$ cat config.mk
export PLATFORM = sky130hd
export DESIGN_NAME = serreg_loader
export DESIGN_NICKNAME = d
export VERILOG_FILES = /design/src/rtl/serreg_pkg.sv /design/src/rtl/serreg_rst_sync.sv /design/src/rtl/serreg_edge.sv /design/src/rtl/serreg_shifter.sv /design/src/rtl/serreg_bank.sv /design/src/rtl/serreg_loader.sv
export SDC_FILE = /design/constraint.sdc
export NUM_CORES = 1
export LEC_CHECK = 0
export BUFFER_PORTS_ARGS = -buffer_cell sky130_fd_sc_hd__buf_2
export CORE_ASPECT_RATIO = 1.2
export CORE_UTILIZATION = 48
export DETAILED_ROUTE_END_ITERATION = 16
export PLACE_DENSITY = 0.75
export SLEW_MARGIN = 20
export SYNTH_ARGS = -nofsm -noshare
export SYNTH_HDL_FRONTEND = slang
export SYNTH_SLANG_ARGS = --single-unit
$ cat constraint.sdc
create_clock -name clk -period 4.98 [get_ports clk]
set_clock_uncertainty 0.2 [all_clocks]
set_input_delay 0.747 -clock clk [delete_from_list [all_inputs] [get_ports clk]]
set_output_delay 0.747 -clock clk [all_outputs]
set_load 0.02 [all_outputs]
$ cat src/rtl/serreg_pkg.sv
package serreg_pkg;
  localparam int unsigned DFLT_DATA_W = 8;
  localparam int unsigned DFLT_ADDR_W = 4;
  localparam int unsigned DFLT_SYNC_N = 2;

  typedef enum logic [1:0] {
    EV_IDLE  = 2'd0,
    EV_SHIFT = 2'd1,
    EV_XFER  = 2'd2
  } ser_event_e;
endpackage

$ cat src/rtl/serreg_rst_sync.sv
module serreg_rst_sync (
  input  logic clk,
  input  logic rst_n,
  output logic rst_sync_n
);
  logic [1:0] stage_q;

  always_ff @(posedge clk or negedge rst_n) begin
    if (!rst_n) stage_q <= 2'b00;
    else        stage_q <= {stage_q[0], 1'b1};
  end

  assign rst_sync_n = stage_q[1];
endmodule

$ cat src/rtl/serreg_edge.sv
module serreg_edge #(
  parameter int unsigned STAGES = 2
) (
  input  logic clk,
  input  logic rst_n,
  input  logic din,
  output logic lvl_o,
  output logic rise_o
);
  logic [STAGES-1:0] chain_q;
  logic              prev_q;

  always_ff @(posedge clk or negedge rst_n) begin
    if (!rst_n) chain_q[0] <= 1'b0;
    else        chain_q[0] <= din;
  end

  for (genvar s = 1; s < STAGES; s++) begin : g_stage
    always_ff @(posedge clk or negedge rst_n) begin
      if (!rst_n) chain_q[s] <= 1'b0;
      else        chain_q[s] <= chain_q[s-1];
    end
  end

  always_ff @(posedge clk or negedge rst_n) begin
    if (!rst_n) prev_q <= 1'b0;
    else        prev_q <= chain_q[STAGES-1];
  end

  assign lvl_o  = chain_q[STAGES-1];
  assign rise_o = chain_q[STAGES-1] & ~prev_q;
endmodule

$ cat src/rtl/serreg_shifter.sv
module serreg_shifter
  import serreg_pkg::*;
#(
  parameter int unsigned DATA_W = DFLT_DATA_W,
  parameter int unsigned ADDR_W = DFLT_ADDR_W,
  localparam int unsigned WORD_W = DATA_W + ADDR_W,
  localparam int unsigned CNT_MAX = WORD_W + 1,
  localparam int unsigned CNT_W = $clog2(CNT_MAX + 1)
) (
  input  logic              clk,
  input  logic              rst_n,
  input  logic              sclk_rise,
  input  logic              sclk_lvl,
  input  logic              sdat_rise,
  input  logic              sdat_lvl,
  output logic              wr_stb_o,
  output logic [ADDR_W-1:0] wr_addr_o,
  output logic [DATA_W-1:0] wr_data_o,
  output logic [CNT_W-1:0]  bit_cnt_o
);
  ser_event_e        ev;
  logic [WORD_W-1:0] sr_q, sr_d;
  logic              sr_en;
  logic [CNT_W-1:0]  cnt_q, cnt_d;
  logic              stb_q, stb_d;
  logic [ADDR_W-1:0] addr_q, addr_d;
  logic [DATA_W-1:0] data_q, data_d;

  always_comb begin
    if (sdat_rise && sclk_lvl) ev = EV_XFER;
    else if (sclk_rise)        ev = EV_SHIFT;
    else                       ev = EV_IDLE;
  end

  always_comb begin
    cnt_d  = cnt_q;
    sr_d   = sr_q;
    sr_en  = 1'b0;
    stb_d  = 1'b0;
    addr_d = addr_q;
    data_d = data_q;
    unique case (ev)
      EV_XFER: begin
        cnt_d = '0;
        if (cnt_q == CNT_W'(WORD_W)) begin
          stb_d  = 1'b1;
          addr_d = sr_q[WORD_W-1 -: ADDR_W];
          data_d = sr_q[DATA_W-1:0];
        end
      end
      EV_SHIFT: begin
        sr_en = 1'b1;
        sr_d  = {sdat_lvl, sr_q[WORD_W-1:1]};
        if (cnt_q != CNT_W'(CNT_MAX)) cnt_d = cnt_q + 1'b1;
      end
      default: ;
    endcase
  end

  always_ff @(posedge clk or negedge rst_n) begin
    if (!rst_n) begin
      cnt_q <= '0;
      stb_q <= 1'b0;
    end else begin
      cnt_q <= cnt_d;
      stb_q <= stb_d;
    end
  end

  always_ff @(posedge clk or negedge rst_n) begin
    if (!rst_n)     sr_q <= '0;
    else if (sr_en) sr_q <= sr_d;
  end

  always_ff @(posedge clk or negedge rst_n) begin
    if (!rst_n) begin
      addr_q <= '0;
      data_q <= '0;
    end else if (stb_d) begin
      addr_q <= addr_d;
      data_q <= data_d;
    end
  end

  assign wr_stb_o  = stb_q;
  assign wr_addr_o = addr_q;
  assign wr_data_o = data_q;
  assign bit_cnt_o = cnt_q;
endmodule

$ cat src/rtl/serreg_bank.sv
module serreg_bank #(
  parameter int unsigned DATA_W = 8,
  parameter int unsigned ADDR_W = 4,
  localparam int unsigned NREG = 1 << ADDR_W
) (
  input  logic                   clk,
  input  logic                   rst_n,
  input  logic                   wr_stb,
  input  logic [ADDR_W-1:0]      wr_addr,
  input  logic [DATA_W-1:0]      wr_data,
  output logic [NREG*DATA_W-1:0] reg_flat_o
);
  for (genvar g = 0; g < NREG; g++) begin : g_reg
    logic [DATA_W-1:0] val_q;
    logic              we;

    assign we = wr_stb && (wr_addr == ADDR_W'(g));

    always_ff @(posedge clk or negedge rst_n) begin
      if (!rst_n)  val_q <= '0;
      else if (we) val_q <= wr_data;
    end

    assign reg_flat_o[g*DATA_W +: DATA_W] = val_q;
  end
endmodule

$ cat src/rtl/serreg_loader.sv
module serreg_loader
  import serreg_pkg::*;
#(
  parameter int unsigned DATA_W = DFLT_DATA_W,
  parameter int unsigned ADDR_W = DFLT_ADDR_W,
  parameter int unsigned SYNC_N = DFLT_SYNC_N,
  localparam int unsigned NREG = 1 << ADDR_W,
  localparam int unsigned CNT_W = $clog2(DATA_W + ADDR_W + 2)
) (
  input  logic                   clk,
  input  logic                   rst_n,
  input  logic                   ser_clk_i,
  input  logic                   ser_dat_i,
  output logic                   wr_stb_o,
  output logic [ADDR_W-1:0]      wr_addr_o,
  output logic [DATA_W-1:0]      wr_data_o,
  output logic [NREG*DATA_W-1:0] reg_flat_o
);
  logic             rst_i_n;
  logic             sclk_lvl, sclk_rise;
  logic             sdat_lvl, sdat_rise;
  logic [CNT_W-1:0] bit_cnt;

  serreg_rst_sync u_rst (
    .clk        (clk),
    .rst_n      (rst_n),
    .rst_sync_n (rst_i_n)
  );

  serreg_edge #(.STAGES(SYNC_N)) u_clk_edge (
    .clk    (clk),
    .rst_n  (rst_i_n),
    .din    (ser_clk_i),
    .lvl_o  (sclk_lvl),
    .rise_o (sclk_rise)
  );

  serreg_edge #(.STAGES(SYNC_N)) u_dat_edge (
    .clk    (clk),
    .rst_n  (rst_i_n),
    .din    (ser_dat_i),
    .lvl_o  (sdat_lvl),
    .rise_o (sdat_rise)
  );

  serreg_shifter #(.DATA_W(DATA_W), .ADDR_W(ADDR_W)) u_shift (
    .clk       (clk),
    .rst_n     (rst_i_n),
    .sclk_rise (sclk_rise),
    .sclk_lvl  (sclk_lvl),
    .sdat_rise (sdat_rise),
    .sdat_lvl  (sdat_lvl),
    .wr_stb_o  (wr_stb_o),
    .wr_addr_o (wr_addr_o),
    .wr_data_o (wr_data_o),
    .bit_cnt_o (bit_cnt)
  );

  serreg_bank #(.DATA_W(DATA_W), .ADDR_W(ADDR_W)) u_bank (
    .clk        (clk),
    .rst_n      (rst_i_n),
    .wr_stb     (wr_stb_o),
    .wr_addr    (wr_addr_o),
    .wr_data    (wr_data_o),
    .reg_flat_o (reg_flat_o)
  );
endmodule

==> impl_metrics.tcl <==
set metrics [dict create \
    grt_pass1_wl_mm 21.5 \
    crit_family "flip-flops" \
    dr_total_vias 3756 \
    synthCells 388 \
    drt_first_pass_iters 4 \
    initial_core_util 0.494 \
    fillers 990 \
    synthTopCellsByCount "dfrtp_1, mux2_2, nor2_2" \
    routed_wl_mm 13.5 \
    synth_area_sq_um 6290 \
    wl_per_cell_um 18.9 \
    hp-class "flop to flop" \
    synth_mux_area_frac 0.275 \
    synthDistinctLibCells 29 \
    numCtsBuffers 17 \
    start_kind "flop" \
    drt_iter0_markers 136 \
    drive_above_1_share 0.621 \
    hpwl_mm 8.96 \
    crit_path_max_fanout 18 \
    synth_xor_area_frac 0 \
    die_area_sq_um 13600 \
    synth_top_family_by_area "multiplexers" \
    cts_tree "yes" \
    power.total_mw 2.81 \
    finalMaxSlewViolations 0 \
    ant_nets 0 \
    die_w_um 106 \
    yosys.area_share.simple 0.0398 \
    worst_slew_pin_slew_ns 0.751 \
    min_period_ns 2.49 \
    maxSlewHeadroom 0.500 \
    clk_latency_ns 0.42 \
    ctsResizeCount 0 \
    peakVddDrop_mv 0.211 \
    dpl.cell_count 680 \
    fin_util 0.611 \
    synth.area.top_cells "dfrtp_1, mux2_2, mux2_4" \
    yosysMostFrequentCell "dfrtp_1" \
    async_flop_share 1.00 \
    synth-adder-area-share 0.00597 \
    gp_congestion 0.746 \
    synth.avg_cell_area_sq_um 16.2 \
    maxCapViolCount 0 \
    synth_top_area_cell "dfrtp_1" \
    rsz0062_at_grt "false" \
    antenna_cells 0 \
    p_per_area_nw_per_um2 361 \
    critPathRequiredTime_ns 4.03 \
    max_freq_mhz 402 \
    yosysSeqAreaShare 0.657 \
    cts.sinks 165 \
    multi_input_area_sq_um 2070 \
    max-clock-path-buffers 2 \
    yosysWarningCount 0 \
    setup-violations-final 0 \
    status "finished clean" \
    grt_max_degree 115 \
    cp-end-kind "output port" \
    setup_tns_ns 0 \
    crit_slowest_cell "dfrtp_1" \
    fin_crit_sh 0.499 \
    final_cells 713 \
    synth.top_cell.area_share 0.657 \
    synth_compound_area_frac 0.00756 \
    crit_type "flop to output port" \
    ios 145 \
    route.detailed.drc 0 \
    fin_nets 543 \
    clock-root-buffer "clkbuf_16" \
    ys_seq_elements 165 \
    antenna_found_initial 0 \
    num_rows 45 \
    grt_overflow 0 \
    path_cells "buf_2" \
    p_leak_nw 4.36 \
    synth_nets 395 \
    port_buffers 144 \
    synth_edf_count 0 \
    grt_usage 0.212 \
    area_growth_syn_to_layout_pct 23.6 \
    via_per_inst 5.27 \
    synthFlopType "dfrtp_1" \
    arrival_ns 1.54 \
    htree_levels 4 \
    die_height_um 127 \
    cpPeakStageDelay_ns 0.83 \
    clk_pin_slew_ns 0.06 \
    seq_area_sq_um 4130 \
    crit_buf_inv 1 \
    first_global_vias 3897 \
    hold_viol 0 \
    fp.coreArea_sq_um 12700 \
]
[metal layers]
| metal | up-vias | part of all wire | global-route usage |
|---|---|---|---|
| met5 | - | 0 | 0 |
| met3 | 16 | 0.050 | 0.0531 |
| met4 | 0 | 0.013 | 0.0774 |
| met2 | 107 | 0.49 | 0.345 |
| met1 | 1971 | 0.45 | 0.276 |
| li1 | 1662 | - | - |
[kinds of logic (layout without fill, tap and decap cells)]
kind of cell	after synthesis	in the layout
flip-flops	165	165
AND/OR/NAND/NOR	40	40
AO/OA/AOI/OAI	8	8
other	1	1
buffers and inverters	20	181
multiplexers	151	151
adder cells (fa/ha/maj)	3	3
[layout by cell type, fill, tap and decap left out, types with 2 or more instances in the layout]
cell,n
nand2b_1,7
mux2_2,143
inv_1,3
nor2b_1,2
nand2_1,6
ha_1,3
nand4_1,2
mux2_4,8
nand3b_1,2
clkbuf_8,6
clkinvlp_4,3
dfrtp_1,164
o21ai_0,2
nor2_2,10
buf_2,144
clkinv_4,3
clkbuf_16,17
nand3_1,4
a21oi_1,2
[metrics by stage]
step	setup WS (ns)	hold WS [ns]	cell area (sq um)
3_5_place_dp	2.68	0.137	7160
4_1_cts	2.48	0.151	7770
6_report	2.49	0.148	7770
5_1_grt	2.43	0.164	7770
3_3_place_gp	2.75	0.138	7160
2_1_floorplan	2.05	0.131	6290
[power by group]
group | internal (mW) | total [mW] | switching [mW]
Clock | 0.771 | 1.29 | 0.518
Sequential | 1.39 | 1.44 | 0.0465
Combinational | 0.0421 | 0.0824 | 0.0404
Total | 2.20 | 2.81 | 0.605
[final cells by class]
type	count	share of cell area
sequential	165	0.532
multi-input combinational	203	0.267
timing repair buffer	146	0.0966
clock buffer	23	0.0654
tap	164	0.0264
clock inverter	9	0.0119
inverter	3	0.00145
[registers in the layout, summed over array words and instances (netlist names)]
register,cells
u_bank.g.val_q,128
u_shift.sr_q,12
u_shift.wr_data_o,8
u_shift.bit_cnt_o,4
u_shift.wr_addr_o,4
u_rst.stage_q,2
u_clk_edge.chain_q,1
u_clk_edge.lvl_o,1
u_clk_edge.prev_q,1
u_dat_edge.chain_q,1
u_dat_edge.lvl_o,1
u_dat_edge.prev_q,1
u_shift.wr_stb_o,1
[repair_timing]
item | in CTS | in global routing
setup buffers | 0 | 0
hold buffers | 1 | 0
hold endpoints to repair | 2 | 0
[path summary, 6_finish.rpt]
| path | endpoint | start | cells after the start | slack, ns |
|---|---|---|---|---|
| min | u_rst.stage_q[1] | u_rst.stage_q[0] | 0 | 0.15 |
| max in group asynchronous | u_bank.g_reg[5].val_q[5] | u_rst.stage_q[1] | 1 | 3.38 |
| max | wr_data_o[4] | u_shift.wr_data_o[4] | 1 | 2.49 |
| min reg2reg | u_rst.stage_q[1] | u_rst.stage_q[0] | 0 | 0.15 |
| max reg2reg | u_bank.g_reg[3].val_q[2] | u_shift.wr_addr_o[2] | 3 | 2.81 |
| min in group asynchronous | u_clk_edge.chain_q[0] | u_rst.stage_q[1] | 0 | 0.18 |
Power figures use the tool's default switching activity.
